[config.mk]
export PLATFORM = sky130hd
export DESIGN_NAME = pwr_corrupt_wrap
export DESIGN_NICKNAME = d
export VERILOG_FILES = /design/src/rtl/pcw_pkg.sv /design/src/rtl/pcw_lfsr.sv /design/src/rtl/pcw_rand_view.sv /design/src/rtl/pcw_ctrl.sv /design/src/rtl/pcw_state_bank.sv /design/src/rtl/pwr_corrupt_wrap.sv
export SDC_FILE = /design/constraint.sdc
export NUM_CORES = 1
export LEC_CHECK = 0
export ABC_AREA = 1
export BUFFER_PORTS_ARGS = -buffer_cell sky130_fd_sc_hd__buf_4
export CAP_MARGIN = 10
export CORE_ASPECT_RATIO = 1.4
export CORE_MARGIN = 2
export CORE_UTILIZATION = 35
export CTS_BUF_LIST = sky130_fd_sc_hd__clkbuf_8
export DETAILED_ROUTE_END_ITERATION = 8
export GPL_TIMING_DRIVEN = 1
export PLACE_DENSITY = 0.66
export SLEW_MARGIN = 10
export SYNTH_ARGS = -nofsm -noshare
export SYNTH_HDL_FRONTEND = slang
export SYNTH_SLANG_ARGS = --single-unit
export TNS_END_PERCENT = 1
[constraint.sdc]
create_clock -name clk -period 2.9 [get_ports clk]
set_input_delay 0.145 -clock clk [delete_from_list [all_inputs] [get_ports clk]]
set_output_delay 0.145 -clock clk [all_outputs]
set_load 0.1 [all_outputs]
[src/rtl/pcw_pkg.sv]
package pcw_pkg;

   typedef enum logic [1:0] {
      POL_RAND = 2'd0,
      POL_INV  = 2'd1,
      POL_ZERO = 2'd2,
      POL_ONE  = 2'd3
   } pol_e;

   localparam int          LFSR_W    = 32;
   localparam logic [31:0] LFSR_TAPS = 32'h8000_0057;

   function automatic logic [31:0] lfsr_next(input logic [31:0] q);
      return {1'b0, q[31:1]} ^ (q[0] ? LFSR_TAPS : 32'h0);
   endfunction

   function automatic logic [31:0] lfsr_load(input logic [31:0] s,
                                             input logic [31:0] salt);
      logic [31:0] v;
      v = s ^ salt;
      return (v == 32'h0) ? 32'h1 : v;
   endfunction

   // Bit i of a random view of width w and offset k, folded from the LFSR.
   function automatic logic view_bit(input logic [31:0] q, input int i,
                                     input int w, input int k);
      logic b;
      b = 1'b0;
      if (w <= LFSR_W) begin
         for (int j = 0; j < LFSR_W; j++)
            if ((j % w) == ((i + k) % w)) b = b ^ q[j];
      end else begin
         b = q[(i + k) % LFSR_W];
         if (i >= LFSR_W) b = b ^ q[(i + k + 7 * (i / LFSR_W)) % LFSR_W];
      end
      return b;
   endfunction

endpackage

[src/rtl/pcw_lfsr.sv]
module pcw_lfsr
   import pcw_pkg::*;
#(
   parameter logic [31:0] SALT = 32'h1
) (
   input  logic        clk,
   input  logic        rst_n,
   input  logic [31:0] seed,
   output logic [31:0] q
);

   always_ff @(posedge clk) begin
      if (!rst_n) q <= lfsr_load(seed, SALT);
      else        q <= lfsr_next(q);
   end

endmodule

[src/rtl/pcw_rand_view.sv]
module pcw_rand_view
   import pcw_pkg::*;
#(
   parameter int W   = 16,
   parameter int OFS = 0
) (
   input  logic [31:0]  lfsr,
   output logic [W-1:0] rnd
);

   for (genvar g = 0; g < W; g++) begin : g_bit
      assign rnd[g] = view_bit(lfsr, g, W, OFS);
   end

endmodule

[src/rtl/pcw_ctrl.sv]
module pcw_ctrl #(
   parameter int IVL_W = 16
) (
   input  logic             clk,
   input  logic             rst_n,
   input  logic             pwr_on,
   input  logic [IVL_W-1:0] interval,
   output logic             evt
);

   logic             pwr_q;
   logic [IVL_W-1:0] cnt;
   logic             off_edge;
   logic             stay_off;
   logic             tick;

   assign off_edge = pwr_q & ~pwr_on;
   assign stay_off = ~pwr_q & ~pwr_on;
   assign tick     = stay_off && (interval != '0) &&
                     (cnt >= interval - 1'b1);
   assign evt      = off_edge | tick;

   always_ff @(posedge clk) begin
      if (!rst_n) begin
         pwr_q <= 1'b1;
         cnt   <= '0;
      end else begin
         pwr_q <= pwr_on;
         if (off_edge || tick)
            cnt <= '0;
         else if (stay_off && (interval != '0))
            cnt <= cnt + 1'b1;
      end
   end

endmodule

[src/rtl/pcw_state_bank.sv]
module pcw_state_bank
   import pcw_pkg::*;
#(
   parameter int W = 32
) (
   input  logic         clk,
   input  logic         rst_n,
   input  logic         pwr_on,
   input  logic         evt,
   input  pol_e         policy,
   input  logic [W-1:0] rnd,
   input  logic         we,
   input  logic [W-1:0] wdata,
   input  logic         srst,
   output logic [W-1:0] q
);

   logic [W-1:0] corrupt_val;

   always_comb begin
      unique case (policy)
         POL_RAND: corrupt_val = rnd;
         POL_INV:  corrupt_val = ~q;
         POL_ZERO: corrupt_val = '0;
         default:  corrupt_val = '1;
      endcase
   end

   always_ff @(posedge clk) begin
      if (!rst_n)      q <= '0;
      else if (evt)    q <= corrupt_val;
      else if (pwr_on) begin
         if (srst)     q <= '0;
         else if (we)  q <= wdata;
      end
   end

endmodule

[src/rtl/pwr_corrupt_wrap.sv]
module pwr_corrupt_wrap
   import pcw_pkg::*;
#(
   parameter int          STATE_W = 32,
   parameter int          OUT_W   = 16,
   parameter int          IN_W    = 16,
   parameter int          IVL_W   = 16,
   parameter logic [31:0] SALT    = 32'h6B8B_4567
) (
   input  logic               clk,
   input  logic               rst_n,
   input  logic [31:0]        seed,
   input  logic               pwr_on,
   input  logic [1:0]         policy,
   input  logic [IVL_W-1:0]   interval,
   input  logic               in_corrupt_en,
   input  logic               state_we,
   input  logic [STATE_W-1:0] state_wdata,
   input  logic               dom_srst,
   input  logic [OUT_W-1:0]   func_out,
   input  logic [IN_W-1:0]    func_in,
   output logic [STATE_W-1:0] state_q,
   output logic [OUT_W-1:0]   dom_out,
   output logic [IN_W-1:0]    dom_in,
   output logic               corrupt_pulse
);

   localparam int STATE_OFS = 0;
   localparam int OUT_OFS   = 0;
   localparam int IN_OFS    = 5;

   if (STATE_W < 1 || OUT_W < 1 || IN_W < 1) begin : g_bad_width
      $error("pwr_corrupt_wrap: widths must be at least 1");
   end
   if (IVL_W < 1 || IVL_W > 32) begin : g_bad_ivl
      $error("pwr_corrupt_wrap: IVL_W must lie in 1..32");
   end

   logic [31:0]        lfsr_q;
   logic               evt;
   logic [STATE_W-1:0] rnd_state;
   logic [OUT_W-1:0]   rnd_out;
   logic [IN_W-1:0]    rnd_in;

   pcw_lfsr #(.SALT(SALT)) u_lfsr (
      .clk   (clk),
      .rst_n (rst_n),
      .seed  (seed),
      .q     (lfsr_q)
   );

   pcw_rand_view #(.W(STATE_W), .OFS(STATE_OFS)) u_view_state (
      .lfsr (lfsr_q),
      .rnd  (rnd_state)
   );

   pcw_rand_view #(.W(OUT_W), .OFS(OUT_OFS)) u_view_out (
      .lfsr (lfsr_q),
      .rnd  (rnd_out)
   );

   pcw_rand_view #(.W(IN_W), .OFS(IN_OFS)) u_view_in (
      .lfsr (lfsr_q),
      .rnd  (rnd_in)
   );

   pcw_ctrl #(.IVL_W(IVL_W)) u_ctrl (
      .clk      (clk),
      .rst_n    (rst_n),
      .pwr_on   (pwr_on),
      .interval (interval),
      .evt      (evt)
   );

   pcw_state_bank #(.W(STATE_W)) u_bank (
      .clk    (clk),
      .rst_n  (rst_n),
      .pwr_on (pwr_on),
      .evt    (evt),
      .policy (pol_e'(policy)),
      .rnd    (rnd_state),
      .we     (state_we),
      .wdata  (state_wdata),
      .srst   (dom_srst),
      .q      (state_q)
   );

   assign dom_out = pwr_on ? func_out : rnd_out;
   assign dom_in  = (!pwr_on && in_corrupt_en) ? rnd_in : func_in;

   always_ff @(posedge clk) begin
      if (!rst_n) corrupt_pulse <= 1'b0;
      else        corrupt_pulse <= evt;
   end

endmodule

# ---- Yosys cells after proc, flatten, opt, wreduce, memory -nomap -nowiden
# Cells that the tools add are included.
dict set report op_classes {
  addsub 2
  magnitude_cmp 1
  n_eq_ne 2
  muxes 10
  bitwise 25
  reduce_logical 12
}
# cell n
set op_table {}
lappend op_table {{$mux W32} 7}
lappend op_table {{$pmux W32 S3} 1}
lappend op_table {{$logic_not A32 Y1} 1}
lappend op_table {{$mux W16} 2}
lappend op_table {{$not A32 Y32} 1}
lappend op_table {{$xor A31 B32 Y32} 1}
lappend op_table {{$not A17 Y17} 1}
lappend op_table {{$add A16 B1 Y16 const B} 1}
lappend op_table {{$ge A16 B16 Y1} 1}
lappend op_table {{$reduce_bool A16 Y1} 1}
lappend op_table {{$sub A16 B1 Y16 const B} 1}
lappend op_table {{$xor A1 B1 Y1} 16}
lappend op_table {{$logic_and A1 B1 Y1} 3}
lappend op_table {{$not A1 Y1} 3}
lappend op_table {{$reduce_bool A3 Y1} 1}
lappend op_table {{$and A1 B1 Y1} 2}
lappend op_table {{$eq A2 B1 Y1 const B} 1}
lappend op_table {{$eq A2 B2 Y1 const B} 1}
lappend op_table {{$logic_not A2 Y1} 1}
lappend op_table {{$reduce_and A2 Y1} 1}
lappend op_table {{$reduce_bool A2 Y1} 1}
lappend op_table {{$reduce_or A2 Y1} 1}
lappend op_table {{$logic_not A1 Y1} 1}
lappend op_table {{$logic_or A1 B1 Y1} 1}
lappend op_table {{$or A1 B1 Y1} 1}
dict set report totals {
  regBits 82
  input_bits 120
  output_inout_bits 65
}

# ---- Depth between registers and ports, before layout
# Gate-level depths: netlist of run 1.
dict set report depth {
  ltp_word 7
  mapped_depth 22
}

# ---- By module
# A second synthesis of run 1 with hierarchy kept.
dict set report hier_totals {
  hier_cells 1217
  area_unflattened_um2 6794.0
}
# module instances cells_per_inst area_per_inst_um2 seq_area_each_um2
set by_module_without_submodules {}
lappend by_module_without_submodules {pcw_state_bank 1 485 2496.1 640.6}
lappend by_module_without_submodules {pcw_ctrl 1 274 1766.7 340.3}
lappend by_module_without_submodules {pcw_lfsr 1 157 1182.4 640.6}
lappend by_module_without_submodules {{pcw_rand_view at u_view_in ...} 2 80 300.3 0.0}
lappend by_module_without_submodules {pwr_corrupt_wrap 1 109 508.0 20.0}
lappend by_module_without_submodules {{pcw_rand_view at u_view_state} 1 32 240.2 0.0}

# ---- Worst setup path after synthesis of run 1
# No wires, ideal clock.
dict set report synth_path {
  path_type {input -> output}
  from {input pwr_on}
  to {output dom_in[11]}
  arrival_ps 2776
  required_time_ps 2755
  setup_slack_ps -21
  stages 5
  n_path_buf 2
  cell_sequence {buf_2 > inv_1 > nand2_1 > clkbuf_1 > o21ai_0}
}
dict set report synth_via {
  elab_chain_cells 3
}
# element line_no
set synth_rtl {}
lappend synth_rtl {{start, declared} pwr_corrupt_wrap.sv:13} ;# input logic pwr_on,
lappend synth_rtl {{$logic_not A1 Y1} pwr_corrupt_wrap.sv:89} ;# assign dom_in = (!pwr_on && in_corrupt_en) ? rnd_in : func_in;
lappend synth_rtl {{$logic_and A1 B1 Y1} pwr_corrupt_wrap.sv:89}
lappend synth_rtl {{$mux W16} pwr_corrupt_wrap.sv:89}
lappend synth_rtl {{end, declared} pwr_corrupt_wrap.sv:24} ;# output logic [IN_W-1:0] dom_in,
# No other way between the ends.

# ---- Final worst setup path of run 1
dict set report layout_path {
  from {input interval[0]}
  to {register u_bank.q[1]}
}
dict set report layout_via {
  elab_chain_cells 6
  word_cells_on_any_way 10
}
# element line_no
set layout_rtl {}
lappend layout_rtl {{start, declared} pwr_corrupt_wrap.sv:15} ;# input logic [IVL_W-1:0] interval,
lappend layout_rtl {{$sub A16 B1 Y16 or $reduce_bool A16 Y1 (tied branches)} {pcw_ctrl.sv:20, pcw_ctrl.sv:19}}
lappend layout_rtl {{$ge A16 B16 Y1 or $logic_and A1 B1 Y1 (tied branches)} {pcw_ctrl.sv:20, pcw_ctrl.sv:19}}
lappend layout_rtl {{$logic_and A1 B1 Y1 (*)} pcw_ctrl.sv:19} ;# assign tick = stay_off && (interval != '0) &&
lappend layout_rtl {{$or A1 B1 Y1 (*)} pcw_ctrl.sv:21} ;# assign evt = off_edge | tick;
lappend layout_rtl {{$reduce_bool A3 Y1 (no source line) or $reduce_bool A2 Y1 (tied branches)} -}
lappend layout_rtl {{$reduce_and A2 Y1 (no source line)} -}
lappend layout_rtl {{end signal, assigned} pcw_state_bank.sv:31} ;# else if (evt) q <= corrupt_val;
lappend layout_rtl {{end signal, assigned} pcw_state_bank.sv:34} ;# else if (we) q <= wdata;
lappend layout_rtl {{end, declared} pcw_state_bank.sv:15} ;# output logic [W-1:0] q
# Every way passes the cells marked *; elsewhere a longest branch is shown, timed or not.
# A chain may end at the register's enable or synchronous reset.

==> results.py, run 1 <==
metrics = {
    "run_status": {
        "outcome": "complete, no violations",
    },
    "power_and_ir_drop": {
        "ir_drop_mv": 0.277,
        "p_per_area_mw_per_mm2": 487,
        "switching_share_pct": 43.9,
        "power.share.sequential_pct": 35.5,
        "p_clk_share_pct": 23.7,
        "leakage_nw": 3.65,
        "internal_power_mw": 2.04,
        "switchingPower_mw": 1.60,
        "combPwrFrac_pct": 40.8,
        "power_mw": 3.64,
    },
    "floorplanning": {
        "io_pins": 185,
        "die_width_um": 109,
        "rows": 53,
        "dieArea_sq_mm": 0.0165,
        "core_sq_mm": 0.0151,
        "fp.dieH_um": 151,
        "start_util_pct": 35.9,
    },
    "clock_network": {
        "clock-root-buffer": "clkbuf_8",
        "cts_tree": "built",
        "clock_sinks": 82,
        "clkSlewWorstSetupHoldPaths_ps": 90,
        "post-cts-setup-buffer-count": 0,
        "cts_buffers": 9,
        "cts_buffer_depth": 2,
        "htreeDepth": 3,
        "clkLatencyLatePin_ps": 370,
    },
    "global_routing": {
        "antenna_found_initial": 0,
        "grt_pass1_wl_mm": 28.2,
        "grt_max_degree": 55,
        "grt_overflow": 0,
        "grt_pass1_vias": 5833,
        "track_usage_pct": 21.7,
    },
    "synthesis": {
        "synth_seq_cells": 82,
        "ys_types": 35,
        "synthArstFlopShare_pct": 0,
        "syn_inst": 823,
        "yosysWarnings": 0,
        "synth.most_common_cell": "nand2_1",
        "synth_area_sq_mm": 0.00541,
        "ys_seq_area_share_pct": 30.4,
        "synth_flop_cell": "dfxtp_1",
        "synth_edf_count": 0,
        "yosysTopAreaCell": "dfxtp_1",
        "syn_nets": 961,
        "synth.avg_cell_area_sq_um": 6.57,
        "yosys-top-cells-count": "nand2_1 (225), inv_1 (110), dfxtp_1 (82)",
        "synth_top_area_share_pct": 30.4,
        "ys_top_cells_by_area": "dfxtp_1 (30%), nand2_1 (16%), inv_1 (7.6%)",
    },
    "cells_and_area": {
        "nNetsFinal": 1153,
        "instances_no_fill": 1212,
        "drive_gt1_share_pct": 24.5,
        "fillers": 1531,
        "num_antenna_cells": 0,
        "area_growth_syn_to_layout_pct": 38.3,
    },
    "timing": {
        "hold_viol": 0,
        "finalCritPeriodShare_pct": 86.1,
        "tightestPinTransition_ps": 668,
        "period_minus_slack_ps": 2500,
        "grt_setup_unrepaired": "no",
        "maxSlewViolCount": 0,
        "skew_ps": 14.5,
        "max_slew_margin_pct": 55.5,
        "max_freq_mhz": 400,
        "finalSetupTns_ps": 0,
        "setup_violations": 0,
        "layout_setup_ws_ps": 403,
    },
    "critical_path": {
        "r2r_end": "u_bank.q[1]$_SDFFE_PN0P_",
        "crit_path_end_kind": "register",
        "path_class": "in2reg",
        "timing.rr.start": "u_ctrl.cnt[0]$_SDFFE_PP0P_",
        "cp-start-kind": "input pin",
        "reg2reg_depth": 14,
        "cp.arrival_ps": 2730,
        "regToRegSetupSlack_ps": 930,
        "critPathRequiredTime_ps": 3130,
        "cp_max_fo": 20,
    },
    "placed_design": {
        "port_buffers": 184,
        "pre_cts_ws_ps": -82.3,
        "hpwlAfterDp_mm": 13.4,
        "routabilityCongestion": 0.853,
        "dp_cells": 1170,
    },
    "routing": {
        "drt_iter0_markers": 254,
        "avgRoutedWirePerCell_um": 14.5,
        "routed_via_density": 4.99,
        "routed-via-count": 6044,
        "drc": 0,
        "antenna_left": 0,
        "dr.pass1.iters": 5,
        "drt-total-wl_mm": 17.6,
    },
    "worst_hold_path": {
        "holdPathEnd": "u_lfsr.q[24]$_DFF_P_",
        "hold_depth": 2,
        "worstHoldStart": "seed[24]",
        "hold_class": "in2reg",
    },
    "run": {
        "drv_cap": 0,
    },
}
-- how the worst max path moves through the flow --
stage                      from                        end
finish              interval[0]   u_bank.q[1]$_SDFFE_PN0P_
global placement    interval[0]   u_bank.q[1]$_SDFFE_PN0P_
detailed placement  interval[0]  u_bank.q[29]$_SDFFE_PN0P_
floorplan                pwr_on                 dom_in[11]
CTS                 interval[0]  u_bank.q[29]$_SDFFE_PN0P_
global route        interval[0]  u_bank.q[22]$_SDFFE_PN0P_
-- worst max-delay path: stages --
cell	delay, ps
buf_4	110
inv_1	80
ha_1	210
nand2_2	80
nor3_2	140
nand2_1	110
inv_1	90
nand3_1	90
nor2_1	130
xor2_1	160
inv_1	60
ha_1	270
nand2_1	80
nor3_1	180
nand2_1	80
nand2_1	160
nand2_8	110
nand2_4	110
buf_12	160
nand2_1	60
nand2_1	60
a21oi_1	60
-- cell usage in the layout, fill, tap and decap left out, types with 5 or more instances in the layout --
cell and n:
dfxtp_1 82, o221ai_1 32, nor3_1 8, nand4_1 41, or2_2 6, buf_12 5
ha_1 18, xnor2_1 22, a21oi_1 47, nand2_1 224, buf_4 202, dlygate4sd3_1 26
nand3_1 45, o21ai_0 67, nor2_1 30, clkbuf_8 9, inv_1 110, xor2_1 11
-- registers in the layout (all words and copies together) (netlist names) --
register	count
u_bank.q	32
u_lfsr.q	32
u_ctrl.cnt	16
corrupt_pulse	1
u_ctrl.pwr_q	1
-- through the flow --
stage,hold WS [ps],instance area (sq um),utilization [%]
finish,20.4,7480,49.7
global route,29.6,7480,49.7
CTS,0.0576,7470,49.6
detailed placement,362,7000,46.5
global placement,355,7000,46.5
floorplan,254,5410,-
-- final cells by class --
type                            count  area, sq um  share of cell area (%)
Multi-Input combinational cell    575         3080                    41.3
Timing Repair Buffer              233         1880                    25.1
Sequential cell                    82         1640                    22.0
Inverter                          114          430                    5.76
Tap cell                          192          240                    3.21
Clock buffer                        9          124                    1.66
Clock inverter                      7         78.8                    1.05
-- power groups by stage --
stage | logic [mW] | clock network [mW] | registers (mW)
floorplan | 0.782 | 0 | 1.56
global placement | 1.45 | 0 | 1.32
detailed placement | 1.46 | 0 | 1.32
CTS | 1.49 | 0.881 | 1.29
global route | 1.58 | 0.926 | 1.30
finish | 1.49 | 0.864 | 1.29
-- repair_timing --
| item | 4_1_cts | 5_1_grt |
|---|---|---|
| hold endpoints to repair | 26 | 0 |
| gates resized for setup | 0 | 2 |
| endpoints found under the setup margin | 0 | 48 |
| hold buffers | 26 | 0 |
-- per-layer routing --
layer	wire, um	track usage, %
met1	6910	26.2
met2	9000	38.7
met3	1180	2.84
met4	475	7.88
met5	0	0
-- cell families after synthesis --
kind of cell	Yosys count	synth area share (%)
flops	82	30.4
xor+xnor	33	5.35
compound gates	151	16.4
simple gates	373	30.8
fa+ha+maj	18	4.17
buf+inv	166	12.9
Note: power is estimated with default switching activity, not from simulation.
==> run 2: changes to the inputs <==
--- a/config.mk
+++ b/config.mk
@@ -8,12 +8,11 @@
 export ABC_AREA = 1
 export BUFFER_PORTS_ARGS = -buffer_cell sky130_fd_sc_hd__buf_4
 export CAP_MARGIN = 10
-export CORE_ASPECT_RATIO = 1.4
+export CORE_ASPECT_RATIO = 0.8
 export CORE_MARGIN = 2
 export CORE_UTILIZATION = 35
 export CTS_BUF_LIST = sky130_fd_sc_hd__clkbuf_8
 export DETAILED_ROUTE_END_ITERATION = 8
-export GPL_TIMING_DRIVEN = 1
 export PLACE_DENSITY = 0.66
 export SLEW_MARGIN = 10
 export SYNTH_ARGS = -nofsm -noshare
==> run 2 against run 1 <==
Against the previous run:
- clock skew down 7.4 ps
- combinational power about the same
- maximum frequency is 2.0% lower
- non-clock buffer count up 1
- clock-buffer cell count is 3 higher
- register-to-register slack lost 30 ps
- die area about the same
- setup slack worse by 52 ps
- critical path type unchanged
- critical endpoint is now u_bank.q[25]$_SDFFE_PN0P_
- highest routed layer unchanged
==> results.py, run 2 (synthesis gave the netlist of run 1 again) <==
metrics = {
    "run_status": {
        "outcome": "complete, no violations",
    },
    "timing": {
        "grt_setup_unrepaired": "no",
        "max_freq_mhz": 392,
        "finalCritPeriodShare_pct": 87.9,
        "whs_ps": 9.26,
        "hold_viol": 0,
        "max_slew_margin_pct": 54.0,
        "setup_violations": 0,
        "maxSlewViolCount": 0,
        "skew_ps": 7.15,
        "period_minus_slack_ps": 2550,
        "layout_setup_ws_ps": 351,
        "tightestPinTransition_ps": 689,
    },
    "global_routing": {
        "grt_pass1_wl_mm": 27.7,
        "track_usage_pct": 21.2,
        "antenna_found_initial": 1,
        "busiest_layer": "met2",
        "grt_max_degree": 65,
        "grt_pass1_vias": 5582,
        "grtUsageMet2_pct": 33.1,
        "use_met1_pct": 29.2,
        "grt_use_met3_pct": 5.21,
        "grt_overflow": 0,
    },
    "power_and_ir_drop": {
        "power_mw": 3.57,
        "ir_drop_mv": 0.267,
        "p_per_area_mw_per_mm2": 478,
        "leakage_nw": 3.66,
    },
    "critical_path": {
        "cp-start-kind": "input pin",
        "path_class": "in2reg",
        "path_cells": "buf_4, inv_1, ha_1, nand2_2, nor3_1, nand2_1, inv_1, nand3_1, nor2_1, xor2_1, inv_1, ha_1, nand2_1, o21ai_0, a21oi_1, nand2_1, nand2_8, buf_4, nand3_1, nand2_1, a21oi_1",
        "worst_path_max_delay_cell": "ha_1",
        "crit_path_end_kind": "register",
        "critPathMostFrequentCell": "nand2_1",
        "cp.arrival_ps": 2790,
        "slowest_delay_ps": 260,
        "critPathRequiredTime_ps": 3140,
        "cp_max_fo": 17,
    },
    "routing": {
        "avgRoutedWirePerCell_um": 14.3,
        "routed-via-count": 6033,
        "drt_iter0_markers": 383,
        "routed_via_density": 4.90,
        "drt-total-wl_mm": 17.6,
        "drc": 0,
        "antenna_left": 0,
        "dr.pass1.iters": 5,
    },
    "cells_and_area": {
        "finalCoreUtilization_pct": 49.6,
        "nNetsFinal": 1154,
        "register_area_sq_mm": 0.00164,
        "final_cell_mix": "nand2_1 (224), buf_4 (203), inv_1 (112)",
        "drive_gt1_share_pct": 24.2,
        "fillers": 1526,
        "top_regs": "u_bank.q (32), u_lfsr.q (32), u_ctrl.cnt (16)",
        "area_growth_syn_to_layout_pct": 38.3,
        "multi_input_area_sq_mm": 0.00308,
        "final_common_cell": "nand2_1",
    },
    "placed_design": {
        "hpwlAfterDp_mm": 13.0,
        "pre_cts_ws_ps": -86.8,
        "routabilityCongestion": 0.879,
        "port_buffers": 184,
    },
    "floorplanning": {
        "die_width_um": 143,
        "start_util_pct": 35.9,
        "core_sq_mm": 0.0151,
        "dieArea_sq_mm": 0.0165,
        "fp.dieH_um": 115,
        "rows": 40,
        "io_pins": 185,
    },
    "clock_network": {
        "cts_tree": "built",
        "clkSlewWorstSetupHoldPaths_ps": 80,
        "htreeDepth": 3,
        "clock-root-buffer": "clkbuf_8",
        "clkLatencyLatePin_ps": 370,
        "clock_sinks": 82,
        "cts_buffer_depth": 2,
        "cts_buffers": 9,
    },
    "worst_hold_path": {
        "hold_class": "in2reg",
    },
    "run": {
        "drv_cap": 0,
    },
}
run 2: cell count changes in the layout (fill, tap and decap cells not counted):
cell / change
nor3_1: +1
buf_4: +1
clkbuf_8: +3
inv_8: -1
dlygate4sd3_1: +1
clkinv_2: +1
clkinvlp_4: -2
clkinv_4: -2
inv_1: +2
buf_12: -1
bufinv_16: -1
nor3_2: -1
diode_2: +1
run 2: worst max-delay path: cells and delay by family:
family	cells	cell delay, ps
AND/OR/NAND/NOR	10	1210
buffers and inverters	5	540
adder cells (fa/ha/maj)	2	440
AO/OA/AOI/OAI	3	300
XOR/XNOR	1	150
run 2: power breakdown:
group          total [mW]  internal (mW)  switching [mW]
Combinational        1.49          0.423            1.07
Clock               0.788          0.373           0.415
Sequential           1.29           1.21          0.0819
Total                3.57           2.01            1.56
run 2: repair_timing:
| item | 4_1_cts | 5_1_grt |
|---|---|---|
| setup endpoints to repair | 0 | 33 |
| hold buffers | 26 | 1 |
| endpoints found under the hold margin | 26 | 1 |
| buffers inserted | 0 | 0 |
| resized for setup | 0 | 1 |
run 2: metrics by stage:
stage	TNS [ps]	instances	instance area, sq um
2_1_floorplan	-84.9	823	5410
3_3_place_gp	-173	1188	7010
3_5_place_dp	-2010	1188	7010
4_1_cts	0	1230	7460
5_1_grt	0	1232	7470
6_report	0	1232	7470
run 2: layout make-up:
class | instances | area share [%]
clock inverter | 4 | 0.234
tap | 210 | 3.52
antenna | 1 | 0.0335
sequential | 82 | 22.0
clock buffer | 12 | 2.21
timing repair buffer | 234 | 25.1
multi-input combinational | 575 | 41.2
inverter | 114 | 5.76
run 2: path summary, 6_finish.rpt:
| path | from | end | slack, ps | cells past startpoint |
|---|---|---|---|---|
| max | interval[0] | u_bank.q[25]$_SDFFE_PN0P_ | 350 | 21 |
| min | seed[9] | u_lfsr.q[9]$_DFF_P_ | 9 | 3 |
| max reg2reg | u_ctrl.cnt[6]$_SDFFE_PP0P_ | u_bank.q[25]$_SDFFE_PN0P_ | 900 | 14 |
| min reg2reg | u_lfsr.q[24]$_DFF_P_ | u_lfsr.q[23]$_DFF_P_ | 500 | 2 |
run 2: per-layer routing:
layer / up-vias / part of all wire (%)
li1: 3094 / -
met1: 2704 / 46
met2: 210 / 45
met3: 25 / 7.1
met4: 0 / 1.9
met5: - / 0
==> run 3: changes to the inputs <==
--- a/config.mk
+++ b/config.mk
@@ -13,9 +13,10 @@
 export CORE_UTILIZATION = 35
 export CTS_BUF_LIST = sky130_fd_sc_hd__clkbuf_8
 export DETAILED_ROUTE_END_ITERATION = 8
-export PLACE_DENSITY = 0.66
+export PLACE_DENSITY = 0.64
 export SLEW_MARGIN = 10
 export SYNTH_ARGS = -nofsm -noshare
 export SYNTH_HDL_FRONTEND = slang
+export SYNTH_HIERARCHICAL = 1
 export SYNTH_SLANG_ARGS = --single-unit
 export TNS_END_PERCENT = 1
==> run 3 against run 2 <==
Against the previous run:
- combinational power is 9% higher
- design area is 15% higher
- critical endpoint is now u_bank/q[16]$_SDFFE_PN0P_
- first-iteration DRC count is 20% higher
- utilization is 4.1 points lower
- highest routed layer unchanged
- non-clock buffer count is 7 lower
==> results.py, run 3 <==
metrics = {
    "routing": {
        "drc": 0,
        "dr.max_layer_used": "met4",
        "drt_iter0_markers": 460,
        "antenna_left": 0,
        "drt-total-wl_mm": 20.7,
        "dr.pass1.iters": 5,
        "routed_via_density": 4.44,
        "wl_met2_mm": 8.22,
        "route.met3.wl_mm": 1.36,
        "m1WireLength_mm": 10.7,
        "avgRoutedWirePerCell_um": 12.6,
        "routed-via-count": 7287,
    },
    "placed_design": {
        "place_area_sq_mm": 0.00812,
        "pre_cts_ws_ps": -232,
        "port_buffers": 184,
        "routabilityCongestion": 0.866,
        "hpwlAfterDp_mm": 15.4,
        "dp_cells": 1603,
    },
    "floorplanning": {
        "rows": 45,
        "io_pins": 185,
        "dieArea_sq_mm": 0.0205,
        "fp.dieH_um": 129,
        "start_util_pct": 35.8,
        "core_sq_mm": 0.0190,
        "die_width_um": 160,
    },
    "timing": {
        "skew_ps": 11.5,
        "finalCritPeriodShare_pct": 93.4,
        "tightestPinTransition_ps": 1230,
        "maxSlewViolCount": 0,
        "max_freq_mhz": 369,
        "setup_violations": 0,
        "layout_setup_ws_ps": 193,
        "period_minus_slack_ps": 2710,
        "hold_viol": 0,
        "grt_setup_unrepaired": "yes",
        "max_slew_margin_pct": 17.8,
    },
    "power_and_ir_drop": {
        "combPwrFrac_pct": 41.0,
        "power_mw": 3.99,
        "switching_share_pct": 44.0,
        "leakage_nw": 4.84,
        "internal_power_mw": 2.23,
        "p_clk_share_pct": 25.2,
        "p_per_area_mw_per_mm2": 462,
        "switchingPower_mw": 1.75,
        "power.share.sequential_pct": 33.9,
        "ir_drop_mv": 0.223,
    },
    "global_routing": {
        "grt_overflow": 0,
        "grt_pass1_vias": 6390,
        "track_usage_pct": 19.6,
        "grt_pass1_wl_mm": 32.2,
        "grt_max_degree": 64,
        "antenna_found_initial": 0,
    },
    "critical_path": {
        "cp-start-kind": "input pin",
        "cp_max_fo": 8,
        "crit_family": "simple AND/OR/NAND/NOR gates",
        "crit_path_end_kind": "register",
        "path_class": "in2reg",
        "critPathMostFrequentCell": "nand2_1",
        "worst_path_max_delay_cell": "ha_1",
        "cp.arrival_ps": 2990,
        "slowest_delay_ps": 280,
        "path_cells": "buf_4, nor2_2, nand2_1, nor2_2, nand2_1, nor2_2, buf_4, nand4_1, xnor2_1, inv_1, ha_1, a21oi_1, o21ai_0, a21oi_1, nand2_1, nand2_4, nand2_2, or2_4, nand2_4, clkbuf_16, a21oi_1, nand2_1, inv_1",
        "critPathRequiredTime_ps": 3180,
        "worst-path-buf-inv": 5,
    },
    "synthesis": {
        "synth.avg_cell_area_sq_um": 5.58,
        "synthArstFlopShare_pct": 0,
        "ys_types": 33,
        "syn_nets": 1355,
        "ys_seq_area_share_pct": 24.2,
        "yosysWarnings": 6,
        "synth_flop_cell": "dfxtp_1",
        "synth_area_sq_mm": 0.00679,
        "synth_edf_count": 0,
        "ys_top_cells_by_area": "nand2_1 (30%), dfxtp_1 (24%), inv_1 (10%)",
        "syn_inst": 1217,
        "yosys-top-cells-count": "nand2_1 (537), inv_1 (187), nor2_1 (112)",
        "yosysTopAreaCell": "nand2_1",
        "synth_top_area_share_pct": 29.7,
        "synth_seq_cells": 82,
        "synth.most_common_cell": "nand2_1",
    },
    "worst_hold_path": {
        "hold_class": "in2reg",
    },
    "cells_and_area": {
        "stdcell_area_sq_mm": 0.00863,
        "num_antenna_cells": 0,
        "nNetsFinal": 1515,
        "final_common_cell": "nand2_1",
        "fillers": 2063,
        "drive_gt1_share_pct": 20.3,
        "instances_no_fill": 1640,
        "register_area_sq_mm": 0.00164,
        "final_cell_mix": "nand2_1 (535), buf_4 (203), inv_1 (187)",
        "top_regs": "u_bank/q (32), u_lfsr/q (32), u_ctrl/cnt (16)",
        "multi_input_area_sq_mm": 0.00385,
        "area_growth_syn_to_layout_pct": 27.0,
    },
    "run": {
        "drv_cap": 0,
    },
    "clock_network": {
        "cts_buffer_depth": 2,
        "clock-root-buffer": "clkbuf_8",
        "clkSlewWorstSetupHoldPaths_ps": 100,
        "cts_buffers": 9,
        "cts_tree": "built",
        "clkLatencyLatePin_ps": 380,
        "htreeDepth": 3,
        "clock_sinks": 82,
    },
    "run_status": {
        "outcome": "complete, no violations",
    },
}
## run 3: changes by cell type in the layout (fill, tap and decap cells not counted), sizes merged, moves of 3 or more
cell | previous run | this run
o221ai | 32 | 0
o21ai | 68 | 43
xnor2 | 22 | 9
or2 | 6 | 3
a21oi | 50 | 45
nor2 | 34 | 127
nand3 | 46 | 29
nand4 | 41 | 8
inv | 115 | 196
nand2 | 230 | 553
dlygate4sd3 | 27 | 16
xor2 | 11 | 14
## run 3: repair_timing
item / CTS / global route
resized for setup: 0 / 10
hold buffers: 16 / 0
buffers inserted: 0 / 0
endpoints found under the hold margin: 16 / 0
endpoints found under the setup margin: 0 / 32
## run 3: worst reg2reg max path, cell delays in order (launching register included)
cell       delay [ps]
dfxtp_1           450
ha_1              270
nand2_1            60
inv_1              30
nand2_1            70
nor2_1             50
nor2_1             80
nand2_1            90
nand2_1            70
nand2_1            80
nand2_4            70
nand2_2            70
or2_4             280
nand2_4           150
clkbuf_16         190
a21oi_1            70
nand2_1           120
inv_1              40
## run 3: metal layers
layer  GRT usage, %  vias up
met3           3.93       25
li1               -     3887
met2           28.7      250
met1           28.5     3125
met5              0        -
met4           6.52        0
## run 3: power by group through the flow
stage | clock network, mW | logic, mW | registers [mW]
floorplan | 0 | 0.953 | 1.64
global placement | 0 | 1.56 | 1.38
detailed placement | 0 | 1.58 | 1.38
CTS | 1.04 | 1.60 | 1.35
global route | 1.08 | 1.76 | 1.37
finish | 1.00 | 1.63 | 1.35
## run 3: cell type report
cell class	count	share of cell area, %
repair buffers	227	21.1
inverters	198	8.73
clock inverters	5	0.986
multi-input cells	859	44.7
flip-flops and latches	82	19.0
well taps	258	3.74
clock buffers	11	1.75
## run 3: per-stage QoR
| stage | util (%) | setup TNS [ps] | hold slack (ps) |
|---|---|---|---|
| after global routing | 45.5 | -1070 | 16.7 |
| after detailed placement | 42.8 | -6280 | 349 |
| final | 45.5 | 0 | 20.5 |
| after floorplan | - | 0 | 214 |
| after global placement | 42.8 | -3570 | 340 |
| after CTS | 44.9 | 0 | 4.21 |
## run 3: worst paths after layout
kind | start | endpoint | slack [ps] | depth (start not counted)
max | interval[1] | u_bank/q[16]$_SDFFE_PN0P_ | 190 | 23
min | seed[9] | u_lfsr/q[9]$_DFF_P_ | 20 | 3
max reg2reg | u_ctrl/cnt[4]$_SDFFE_PP0P_ | u_bank/q[16]$_SDFFE_PN0P_ | 590 | 17
min reg2reg | u_lfsr/q[27]$_DFF_P_ | u_lfsr/q[26]$_DFF_P_ | 540 | 2
## run 3: cells by family (layout without fill, tap and decap cells)
group,after synthesis,in the layout,share of synthesized area (%)
simple gates,729,730,43.5
fa+ha+maj,18,18,3.31
buf+inv,277,441,19.4
compound gates,88,88,6.65
flops,82,82,24.2
xor+xnor,23,23,2.97
